**src/rtl/shg_pkg.sv**
```systemverilog
package shg_pkg;

  typedef enum logic [1:0] {
    PROT_IDLE    = 2'b00,
    PROT_TRIPPED = 2'b01,
    PROT_HOLD    = 2'b10
  } prot_state_e;

  // Converts a duration in ns to clock cycles, rounding up, never below one.
  function automatic int unsigned ns_to_cyc(int unsigned mhz, int unsigned ns);
    int unsigned c;
    c = (mhz * ns + 999) / 1000;
    return (c == 0) ? 1 : c;
  endfunction

endpackage

```
**src/rtl/shg_blank_qual.sv**
```systemverilog
module shg_blank_qual #(
  parameter int unsigned BLANK_CYC = 250
) (
  input  logic clk_i,
  input  logic rst_ni,
  input  logic flag_i,
  output logic qual_o
);

  localparam int unsigned CW = (BLANK_CYC > 1) ? $clog2(BLANK_CYC) : 1;
  localparam logic [CW-1:0] LAST = CW'(BLANK_CYC - 1);

  logic [CW-1:0] run_q;
  logic          qual_q;

  always_ff @(posedge clk_i or negedge rst_ni) begin
    if (!rst_ni) begin
      run_q  <= '0;
      qual_q <= 1'b0;
    end else if (!flag_i) begin
      run_q  <= '0;
      qual_q <= 1'b0;
    end else if (!qual_q) begin
      if (run_q == LAST) qual_q <= 1'b1;
      else               run_q  <= run_q + 1'b1;
    end
  end

  assign qual_o = qual_q;


  qual_needs_flag_chk: assert property (@(posedge clk_i) disable iff (!rst_ni)
    $rose(qual_o) |-> $past(flag_i));


  qual_drop_chk: assert property (@(posedge clk_i) disable iff (!rst_ni)
    !$past(flag_i) |-> !qual_o);


  run_range_chk: assert property (@(posedge clk_i) disable iff (!rst_ni)
    run_q <= LAST);

endmodule

```
**src/rtl/shg_prot_ctrl.sv**
```systemverilog
module shg_prot_ctrl
  import shg_pkg::*;
#(
  parameter int unsigned HOLD_CYC = 3125
) (
  input  logic clk_i,
  input  logic rst_ni,
  input  logic trip_flag_i,
  input  logic trip_qual_i,
  output logic active_o
);

  localparam int unsigned HW = $clog2(HOLD_CYC + 1);
  localparam logic [HW-1:0] HOLD_END = HW'(HOLD_CYC);
  localparam logic [HW-1:0] ONE      = HW'(1);

  prot_state_e   state_q, state_d;
  logic [HW-1:0] cnt_q, cnt_d;

  always_comb begin
    state_d = state_q;
    cnt_d   = cnt_q;
    case (state_q)
      PROT_IDLE: begin
        cnt_d = '0;
        if (trip_qual_i) state_d = PROT_TRIPPED;
      end
      PROT_TRIPPED: begin
        cnt_d = '0;
        if (!trip_flag_i) begin
          state_d = PROT_HOLD;
          cnt_d   = ONE;
        end
      end
      PROT_HOLD: begin
        if (trip_flag_i) begin
          state_d = PROT_TRIPPED;
          cnt_d   = '0;
        end else if (cnt_q == HOLD_END) begin
          state_d = PROT_IDLE;
          cnt_d   = '0;
        end else begin
          cnt_d = cnt_q + 1'b1;
        end
      end
      default: begin
        state_d = PROT_IDLE;
        cnt_d   = '0;
      end
    endcase
  end

  always_ff @(posedge clk_i or negedge rst_ni) begin
    if (!rst_ni) begin
      state_q <= PROT_IDLE;
      cnt_q   <= '0;
    end else begin
      state_q <= state_d;
      cnt_q   <= cnt_d;
    end
  end

  assign active_o = (state_q != PROT_IDLE);


  qual_enters_chk: assert property (@(posedge clk_i) disable iff (!rst_ni)
    trip_qual_i |=> active_o);


  high_keeps_chk: assert property (@(posedge clk_i) disable iff (!rst_ni)
    (active_o && trip_flag_i) |=> active_o);


  release_low_chk: assert property (@(posedge clk_i) disable iff (!rst_ni)
    $fell(active_o) |-> !$past(trip_flag_i));


  hold_cnt_range_chk: assert property (@(posedge clk_i) disable iff (!rst_ni)
    cnt_q <= HOLD_END);

endmodule

```
**src/rtl/shunt_guard.sv**
```systemverilog
module shunt_guard
  import shg_pkg::*;
#(
  parameter int unsigned CLK_MHZ  = 125,
  parameter int unsigned BLANK_NS = 2000,
  parameter int unsigned HOLD_NS  = 25000
) (
  input  logic clk_i,
  input  logic rst_ni,
  input  logic lim_flag_i,
  input  logic trip_flag_i,
  output logic cur_limit_o,
  output logic prot_active_o,
  output logic ls_inhibit_o
);

  localparam int unsigned BLANK_CYC = ns_to_cyc(CLK_MHZ, BLANK_NS);
  localparam int unsigned HOLD_CYC  = ns_to_cyc(CLK_MHZ, HOLD_NS);
  localparam int unsigned N_CH      = 2;   // channel 0: limit, channel 1: trip

  logic [N_CH-1:0] flag_vec;
  logic [N_CH-1:0] qual_vec;
  logic            prot_on;

  assign flag_vec = {trip_flag_i, lim_flag_i};

  for (genvar g = 0; g < N_CH; g++) begin : g_qual
    shg_blank_qual #(.BLANK_CYC(BLANK_CYC)) u_qual (
      .clk_i  (clk_i),
      .rst_ni (rst_ni),
      .flag_i (flag_vec[g]),
      .qual_o (qual_vec[g])
    );
  end

  shg_prot_ctrl #(.HOLD_CYC(HOLD_CYC)) u_prot (
    .clk_i       (clk_i),
    .rst_ni      (rst_ni),
    .trip_flag_i (trip_flag_i),
    .trip_qual_i (qual_vec[1]),
    .active_o    (prot_on)
  );

  assign cur_limit_o   = qual_vec[0];
  assign prot_active_o = prot_on;
  assign ls_inhibit_o  = prot_on;


  limit_follows_flag_chk: assert property (@(posedge clk_i) disable iff (!rst_ni)
    $rose(cur_limit_o) |-> $past(lim_flag_i));

endmodule

```
**config.mk**
```make
export PLATFORM = sky130hd
export DESIGN_NAME = shunt_guard
export DESIGN_NICKNAME = d
export VERILOG_FILES = /design/src/rtl/shg_pkg.sv /design/src/rtl/shg_blank_qual.sv /design/src/rtl/shg_prot_ctrl.sv /design/src/rtl/shunt_guard.sv
export SDC_FILE = /design/constraint.sdc
export NUM_CORES = 1
export LEC_CHECK = 0
export BUFFER_PORTS_ARGS = -buffer_cell sky130_fd_sc_hd__buf_2
export CAP_MARGIN = 25
export CELL_PAD_IN_SITES_DETAIL_PLACEMENT = 2
export CELL_PAD_IN_SITES_GLOBAL_PLACEMENT = 2
export CORE_ASPECT_RATIO = 0.6
export CORE_MARGIN = 2
export CORE_UTILIZATION = 25
export CTS_CLUSTER_DIAMETER = 150
export DETAILED_ROUTE_END_ITERATION = 8
export GPL_ROUTABILITY_DRIVEN = 0
export PLACE_DENSITY = 0.62
export SLEW_MARGIN = 0
export SYNTH_ARGS = -nofsm -noshare
export SYNTH_HDL_FRONTEND = slang
export SYNTH_SLANG_ARGS = --single-unit
```
**constraint.sdc**
```tcl
create_clock -name clk_i -period 2.95 [get_ports clk_i]
set_input_delay 0.295 -clock clk_i [delete_from_list [all_inputs] [get_ports clk_i]]
set_output_delay 0.295 -clock clk_i [all_outputs]
set_load 0.05 [all_outputs]
```
==> metrics.cfg <==
[status]
status = complete, no violations

[setup_path]
cp.arrival_ps = 2190
path_max_fanout = 5
regToRegStartpoint = u_prot.cnt_q[7]$_DFF_PN0_
start_kind = flop
cp.buffers_inverters = 0
r2r_cells = 4
endpoint = u_prot.state_q[0]$_DFFE_PN0P_
cp_slowest_cell = or4b_4
critPathTopFamily = simple AND/OR/NAND/NOR gates
cp.depth = 4
cp.required_ps = 3130
crit_start = u_prot.cnt_q[7]$_DFF_PN0_
max_stage_delay_ps = 570
r2r_slack_ps = 940
endpoint_kind = flop
worstPathCellList = or4b_4 > o31ai_4 > o221ai_2 > mux2_4
timing.setup.critical_path_class = reg2reg
rr_endpoint = u_prot.state_q[0]$_DFFE_PN0P_

[routing]
vias_per_cell = 4.67
ant_nets = 0
wl_um = 3920
vias = 1195
firstDrtPassIters = 5
drt-initial-drc-count = 18
drc = 0
wl_per_cell_um = 15.3

[yosys]
synth-seq-area-share_pct = 48.1
ys_types = 37
ys_ff_latch = 32
synth_top_area_cell = dfrtp_1
synth_xor_area_share_pct = 8.94
synthSimpleGateAreaFrac_pct = 21.1
syn_inst = 159
synth.avg_cell_area_um2 = 10.5
ys.flop_type = dfrtp_1
ys_top_cells_by_area = dfrtp_1 48%, ha_1 7.5%, xor2_1 6.3%
synthAdderAreaFrac_pct = 7.51
synthMuxAreaShare_pct = 1.50
synthArstFlopShare_pct = 100
synth_edf_count = 0
netlist_area_mm2 = 0.00167
netlist.area_leader.share_pct = 48.1
synth_top_family_by_area = simple AND/OR/NAND/NOR gates
ys_warn_count = 0
syn_nets = 173
synth_compound_area_share_pct = 9.92

[sta]
grt_setup_unrepaired = no
fin_crit_sh_pct = 68.2
fin_crit_ps = 2010
skew_ps = 7.00
maxSlewViolCount = 0
final.setup.tns_ps = 0
fmax_ghz = 0.497
setup-violations-final = 0
final_hold_viol_count = 0
tightest_slew_ps = 776
slew_headroom_pct = 48.2

[finish]
final_nets = 185
drive_above_1_share_pct = 11.6
final_cell_mix = 32 x dfrtp_1, 17 x nor2_1, 13 x nand2_1
syn_to_final_growth_pct = 13.2
num_antenna_cells = 0
fillers = 698
final_common_cell = dfrtp_1

[min_path]
worstHoldPathType = in2async

[global_route]
grt.overflow.total = 0
grt_antenna_before_repair = 0
grt_pass1_vias = 1360
grt_start_max_net_pins = 33
track_usage_pct = 12.8
grt_pass1_wl_um = 7020

[cts]
ctsLongestPathBuffers = 2
hold_buffers = 0
post_cts_resized = 0
cts_tree = built
htree_levels = 2
postCtsSetupBuffers = 0
cts_sinks = 32
insertion_delay_ps = 290
path_clk_slew_ps = 70
cts_root_buf = clkbuf_8
cts_inserted_buffers = 5

[floorplanning]
start_util_pct = 26.5
std_cell_rows = 22
ioPinCount = 7
die_w_um = 109
chipHeight_um = 67.2
die-area_mm2 = 0.00735
core_mm2 = 0.00628

[power_and_ir_drop]
max-vdd-ir-drop_uv = 176
p_per_area_mw_per_mm2 = 606
power_w = 0.00114
p_leak_nw = 0.816

[job]
drv_cap = 0

[placement]
dp_hpwl_um = 2810
port_buffers = 6

[flip-flops by register name, indices dropped and copies added, names as in the netlist]
register / count
u_prot.state_q: 2
g_qual.u_qual.run_q: 16
g_qual.u_qual.qual_o: 2
u_prot.cnt_q: 12
[where the power goes]
group	total [W]	switching, W	internal [W]
Combinational	0.000284	0.000184	0.0000999
Sequential	0.000498	0.0000329	0.000465
Clock	0.000360	0.000174	0.000186
[Yosys cell counts, types with 3 or more instances]
cell type and count:
nand2_1 13, nand3_1 3, inv_1 10, dfrtp_1 32
a21oi_1 5, xor2_1 12, or3_1 5, o21ai_0 5
and2_1 5, xnor2_1 5, ha_1 10, nor2_1 17
nand4_1 8
[layout make-up]
class | count | area, um2 | share of cell area (%)
clock buffer | 6 | 82.6 | 4.38
timing repair buffer | 6 | 30.0 | 1.59
inverter | 11 | 41.3 | 2.19
tap | 84 | 105 | 5.57
sequential | 32 | 801 | 42.5
multi-input combinational | 115 | 816 | 43.3
clock inverter | 2 | 10.0 | 0.531
[metal layers]
metal	global-route usage (%)	part of all wire [%]	vias to the layer above
met5	0	0	-
met4	4.75	1.4	0
met3	3.47	2.2	7
met2	20.7	47	8
met1	16.6	49	606
li1	-	-	574
[stage by stage]
| stage | cells | util, % | area, um2 | hold slack [ps] | setup slack (ps) |
|---|---|---|---|---|---|
| after detailed placement | 248 | 28.6 | 1790 | 415 | 943 |
| final | 256 | 30.0 | 1890 | 64.1 | 938 |
| after CTS | 256 | 30.0 | 1890 | 97.0 | 922 |
| after global placement | 248 | 28.6 | 1790 | 403 | 1040 |
| after global routing | 256 | 30.0 | 1890 | 124 | 792 |
| after floorplan | 159 | - | 1670 | -0.591 | 1130 |
[kinds of logic (layout without fill, tap and decap cells)]
| family | Yosys count | in the layout |
|---|---|---|
| xor gates and xnor gates | 17 | 17 |
| adders and majority gates | 10 | 10 |
| buffers and inverters | 12 | 25 |
| DFF | 32 | 32 |
| muxes | 2 | 2 |
| and+or+nand+nor | 65 | 65 |
| AOI/OAI and AO/OA | 21 | 21 |
[how the worst min path moves through the flow]
| stage | start | to | slack [ps] | cells past startpoint |
|---|---|---|---|---|
| 5_1_grt | rst_ni | g_qual[0].u_qual.run_q[2]$_DFFE_PN0P_ | 120 | 1 |
| 3_5_place_dp | rst_ni | u_prot.cnt_q[8]$_DFF_PN0_ | 420 | 1 |
| 3_3_place_gp | rst_ni | u_prot.cnt_q[8]$_DFF_PN0_ | 400 | 1 |
| 4_1_cts | rst_ni | u_prot.cnt_q[8]$_DFF_PN0_ | 100 | 1 |
| 6_report | rst_ni | u_prot.state_q[0]$_DFFE_PN0P_ | 60 | 1 |
| 2_1_floorplan | rst_ni | g_qual[0].u_qual.qual_o$_DFF_PN0_ | -0.6 | 0 |
(Power assumes the default switching activity.)
